--- config.mk ---
export PLATFORM = sky130hd
export DESIGN_NAME = nibble_secded_rx
export DESIGN_NICKNAME = d
export VERILOG_FILES = /design/src/rtl/nibble_secded_rx.sv
export SDC_FILE = /design/constraint.sdc
export NUM_CORES = 1
export LEC_CHECK = 0
export BUFFER_PORTS_ARGS = -buffer_cell sky130_fd_sc_hd__buf_4
export CORE_ASPECT_RATIO = 0.75
export CORE_MARGIN = 2
export CORE_UTILIZATION = 52
export DETAILED_ROUTE_END_ITERATION = 12
export PLACE_DENSITY = 0.74
export SLEW_MARGIN = 30
export SYNTH_ARGS = -nofsm -noshare
export SYNTH_HDL_FRONTEND = slang
export SYNTH_SLANG_ARGS = --single-unit
--- constraint.sdc ---
create_clock -name clk -period 1.5 [get_ports clk]
set_clock_uncertainty 0.05 [all_clocks]
set_input_delay 0.075 -clock clk [delete_from_list [all_inputs] [get_ports clk]]
set_output_delay 0.075 -clock clk [all_outputs]
set_load 0.03 [all_outputs]
--- src/rtl/nibble_secded_rx.sv ---
module nibble_secded_rx (
  input  logic       clk,
  input  logic       rst_n,
  input  logic       baud_tick,
  input  logic       rxd,
  input  logic       rd,
  output logic [3:0] dout,
  output logic       ready,
  output logic       flag_ok,
  output logic       flag_fix,
  output logic       flag_dbl,
  output logic       flag_frm,
  output logic       flag_ovr
);
  localparam int NBITS = 10;
  localparam logic [3:0] LAST = 4'(NBITS - 1);

  logic       busy;
  logic [3:0] cnt;
  logic [8:0] sh;
  logic [3:0] hold;

  wire       done = baud_tick & busy & (cnt == LAST);
  wire       take = rd & ready;
  wire [7:0] cw   = sh[7:0];
  wire [3:0] d    = cw[7:4];
  wire [2:0] syn  = {cw[2] ^ d[0] ^ d[2] ^ d[3],
                     cw[1] ^ d[0] ^ d[1] ^ d[3],
                     cw[0] ^ d[0] ^ d[1] ^ d[2]};
  wire       odd  = ^cw;
  wire [3:0] flip = {odd & (syn == 3'd6), odd & (syn == 3'd5),
                     odd & (syn == 3'd3), odd & (syn == 3'd7)};

  always_ff @(posedge clk) begin
    if (!rst_n) begin
      busy <= 1'b0;
      cnt  <= '0;
      sh   <= '0;
      hold <= '0;
      dout <= '0;
      ready <= 1'b0;
      {flag_ok, flag_fix, flag_dbl, flag_frm, flag_ovr} <= '0;
    end else begin
      if (baud_tick) begin
        if (!busy) begin
          if (!rxd) begin
            busy <= 1'b1;
            cnt  <= '0;
          end
        end else begin
          sh  <= {rxd, sh[8:1]};
          cnt <= cnt + 4'd1;
          if (cnt == LAST) busy <= 1'b0;
        end
      end
      if (take) dout <= hold;
      if (done) begin
        hold     <= d ^ flip;
        flag_ok  <= ~odd & (syn == 3'd0);
        flag_fix <= odd;
        flag_dbl <= ~odd & (syn != 3'd0);
        flag_frm <= ~sh[8] | ~rxd;
        flag_ovr <= ready & ~rd;
        ready    <= 1'b1;
      end else if (take) begin
        ready <= 1'b0;
      end
    end
  end

  assert_ready_rise_R8: assert property (@(posedge clk) disable iff (!rst_n)
    $rose(ready) |-> $past(baud_tick && busy));
  assert_read_clears_R9: assert property (@(posedge clk) disable iff (!rst_n)
    (rd && ready && !done) |=> !ready);
  assert_dout_hold_R9: assert property (@(posedge clk) disable iff (!rst_n)
    !(rd && ready) |=> $stable(dout));
  assert_one_status_R4: assert property (@(posedge clk) disable iff (!rst_n)
    ready |-> ($countones({flag_ok, flag_fix, flag_dbl}) == 1));
  assert_idle_high_R2: assert property (@(posedge clk) disable iff (!rst_n)
    (!busy && baud_tick && rxd) |=> !busy);
  assert_overrun_R11: assert property (@(posedge clk) disable iff (!rst_n)
    $rose(flag_ovr) |-> $past(ready));
endmodule

==> impl_results.md <==
* Maximum buffer depth of the clock tree at 2
* Async set or reset register ratio after synthesis at 0%
* Setup TNS at -821 ps
* Post-Route WL at roughly 3600 um
* Total Die Area at around 0.0033 sq mm
* Synthesis-to-layout area growth at 31.1%
* I/O pin total at 15
* Distinct cells, synth at 36
* Finished Layout Cells at 247
* Final weighted congestion in routability-driven placement at a little under 0.8
* CTS Root Buffer Type: sky130_fd_sc_hd__clkbuf_8
* Run status: complete, but fails checks
* H-tree depth at 1
* Crit-path max FO at 6
* Overall track demand over capacity in global routing at ~22%
* Layout fillers at 201
* Number of enable-type register cells in the synthesized netlist at 0
* Worst setup slack after layout at -222 ps
* DRC violation count after routing at 0
* Arrival @ worst endpoint at 1830 ps
* Violated checks: setup timing
* Layout cells sized above 1 at 31.3%
* Ys flop type: sky130_fd_sc_hd__dfxtp_1
* Clock buffer count from CTS at 3
* Register bit count reported by yosys at 28
* Largest net degree at the start of global routing at 29
* Vias at 1,384
* Largest area contributor in the netlist: sky130_fd_sc_hd__dfxtp_1
* Worst min-delay path class: input pin to flop
* Minimum period implied by the final worst setup slack at between 1500 and 2000 ps
* Peak VDD IR at 717 uV
* Number of global-route vias before repair at around 1,300
* Post-synthesis instance area at ~0.0015 sq mm
* Starting Density at roughly 56%
* Fraction of the cycle the final worst path needs at 115%
* Initial antenna violation count at 0
* Max-slew violation total from the final report at 0
* Core region area at 0.00268 sq mm
* CTS tree: yes
* Worst setup EP type: flop
* Number of nets produced by synthesis at about 190
* Yosys top cell area share at between 30 and 40%
* Footprint of the multi-input gates at around 980 sq um
* Highest attainable clock frequency at slightly below 600 MHz
* Slowest CP cell: sky130_fd_sc_hd__dfxtp_4
* Hold Vio Cnt, Final at 0
* Category of the critical setup timing path: flop to flop
* Fin nets at 219
* Total setup violations reported at the end of the flow at 6
* Slew at the pin closest to its max-slew limit at 508 ps
* Lkg Pwr at ~0.73 nW
* Critical path's top delay family: flip-flops
* Sink Count at 28
* Site Rows at 16
* Detailed router's first-iteration violation count at 79
* Delay contributed by the slowest stage of the critical path at 420 ps
* Sequential standard cell area at 582 sq um
* Count of input and output buffers at 14
* Number of max-capacitance violations reported at 0
* RSZ-0062 raised after global routing: yes
* Height of the chip at 50.6 um
* Clock Pin Slew Worst Setup and Hold Paths at roughly 90 ps
* Power density cells at approximately 700 mW/mm^2
* Portion of the post-synthesis area used by sequential elements at a little under two fifths
* Mean instance size in the synthesized netlist at roughly 8.3 sq um
* Critical path buffer and inverter count at 0
* Worst rel slew slack at 65.8%
* Post-route ant nets at 0
* Total congestion overflow after global routing at 0
* Post-placement setup slack at -283 ps
* First-pass GRT wire length at 5710 um
* Required @ worst endpoint at 1610 ps
* Detail Placement HPWL at 2340 um
* Synthesized instance count at around 180
* Ordered cell list for the critical path: xnor2_2 -> nor4_1 -> nor4_1 -> a311oi_1 -> xnor2_1 -> a21oi_1
* DR WL/cell at 14.4 um
* Horiz. Die Dim at between 60 and 70 um
* Cell seen most often among critical-path stages: sky130_fd_sc_hd__nor4_1
* Clock insertion delay at the later pin of the skew report at 270 ps
* First-pass iteration count of the detailed router at 4
* Type of origin of the critical path: flop
* Final antenna diode count at 0
* Placed Instances at approximately 240
* Average via count per standard cell at 5.60
* Total of warnings raised by yosys at 0
* Top cells by area in the synthesized netlist: sky130_fd_sc_hd__dfxtp_1, sky130_fd_sc_hd__nand2_1, sky130_fd_sc_hd__a21boi_0
Yosys cell counts, types with 5 or more instances:
cell                        n
sky130_fd_sc_hd__nand2_1   31
sky130_fd_sc_hd__dfxtp_1   28
sky130_fd_sc_hd__a21boi_0  14
sky130_fd_sc_hd__o21ai_0   12
sky130_fd_sc_hd__nor3_1     9
sky130_fd_sc_hd__nand3_1    8
sky130_fd_sc_hd__xnor2_1    8
sky130_fd_sc_hd__a21oi_1    7
sky130_fd_sc_hd__nor2_1     7
sky130_fd_sc_hd__nor2b_1    7
sky130_fd_sc_hd__clkbuf_1   5
sky130_fd_sc_hd__nor4_1     5
sky130_fd_sc_hd__xor2_1     5
area by class of cell:
class	instances	share of cell area, %
Timing Repair Buffer	37	14.3
Inverter	3	0.571
Clock buffer	3	2.09
Sequential cell	28	29.5
Clock inverter	1	1.52
Tap cell	36	2.28
Multi-Input combinational cell	139	49.7
registers in the layout, summed over array words and instances, names as in the netlist:
register,flops
busy,1
dout,4
flag_dbl,1
flag_ovr,1
flag_ok,1
sh,9
flag_fix,1
flag_frm,1
hold,4
cnt,4
ready,1
what timing repair did:
item | 4_1_cts | 5_1_grt
pin swaps | 9 | 5
setup endpoints to repair | 7 | 8
buffers inserted | 0 | 0
gates cloned | 0 | 0
resized for setup | 15 | 15
hold buffers | 0 | 0
cell families (layout without fill, tap and decap cells):
group | Yosys count | in the layout | share of synthesized area [%]
AO/OA/AOI/OAI | 44 | 44 | 19.1
XOR/XNOR | 16 | 16 | 11.4
adder cells (fa/ha/maj) | 2 | 2 | 1.66
buffers and inverters | 14 | 44 | 5.99
flip-flops | 28 | 28 | 37.3
AND/OR/NAND/NOR | 77 | 77 | 24.6
per-stage QoR:
| stage | hold WS (ps) | power (mW) | util [%] | area [sq um] |
|---|---|---|---|---|
| 2_1_floorplan | 163 | 0.798 | - | 1510 |
| 3_3_place_gp | 303 | 0.823 | 65.3 | 1750 |
| 3_5_place_dp | 313 | 0.827 | 65.3 | 1750 |
| 4_1_cts | 23.0 | 1.40 | 70.9 | 1900 |
| 5_1_grt | 46.6 | 1.43 | 73.5 | 1970 |
| 6_report | 25.2 | 1.39 | 73.5 | 1970 |
worst register-to-register path: stages, from the launching register on:
cell and delay, ps:
sky130_fd_sc_hd__dfxtp_4 420, sky130_fd_sc_hd__xnor2_2 200, sky130_fd_sc_hd__nor4_1 280, sky130_fd_sc_hd__nor4_1 80, sky130_fd_sc_hd__a311oi_1 300, sky130_fd_sc_hd__xnor2_1 180
sky130_fd_sc_hd__a21oi_1 110
metal layers:
layer  wire, um  global-route usage (%)  vias to the layer above  share of wire (%)
met5          0                       0                        -                  0
met4         89                    4.42                        0                2.5
met2       1720                    38.3                       43                 48
met1       1580                    28.4                      648                 44
met3        175                    5.16                       11                4.9
li1           -                       -                      682                  -
power breakdown:
part	total, mW	internal [mW]	leakage (nW)	switching [mW]
combinational	0.0623	0.0266	0.463	0.0356
clock	0.582	0.357	0.0357	0.225
sequential	0.741	0.738	0.231	0.00257
path summary, 6_finish.rpt:
path,startpoint,to,slack (ps),cells after the start
setup / recovery,sh[5]$_SDFFE_PN0P_,hold[1]$_SDFFE_PN0P_,-220,6
setup reg to reg,sh[5]$_SDFFE_PN0P_,hold[1]$_SDFFE_PN0P_,-220,6
hold / removal,rxd,sh[8]$_SDFFE_PN0P_,30,3
hold reg to reg,dout[3]$_SDFFE_PN0P_,dout[3]$_SDFFE_PN0P_,420,2
layout by cell type, fill, tap and decap left out, types with 2 or more instances in the layout:
cell	count
sky130_fd_sc_hd__dfxtp_1	21
sky130_fd_sc_hd__xnor2_2	2
sky130_fd_sc_hd__a21boi_0	14
sky130_fd_sc_hd__nor3_2	4
sky130_fd_sc_hd__nor4_1	3
sky130_fd_sc_hd__nand2_1	31
sky130_fd_sc_hd__nor3_1	5
sky130_fd_sc_hd__clkbuf_8	3
sky130_fd_sc_hd__a22oi_1	3
sky130_fd_sc_hd__o21ai_0	11
sky130_fd_sc_hd__nor2b_1	7
sky130_fd_sc_hd__nor2_1	6
sky130_fd_sc_hd__a21oi_1	6
sky130_fd_sc_hd__nand3_1	8
sky130_fd_sc_hd__xor2_1	2
sky130_fd_sc_hd__and3_1	2
sky130_fd_sc_hd__inv_1	3
sky130_fd_sc_hd__dfxtp_4	5
sky130_fd_sc_hd__nor2_2	2
sky130_fd_sc_hd__dfxtp_2	2
sky130_fd_sc_hd__xnor2_1	7
sky130_fd_sc_hd__buf_4	36
sky130_fd_sc_hd__ha_1	2
sky130_fd_sc_hd__xor2_4	3
sky130_fd_sc_hd__o211ai_1	2
No activity file was read; power rests on OpenSTA's default activity.
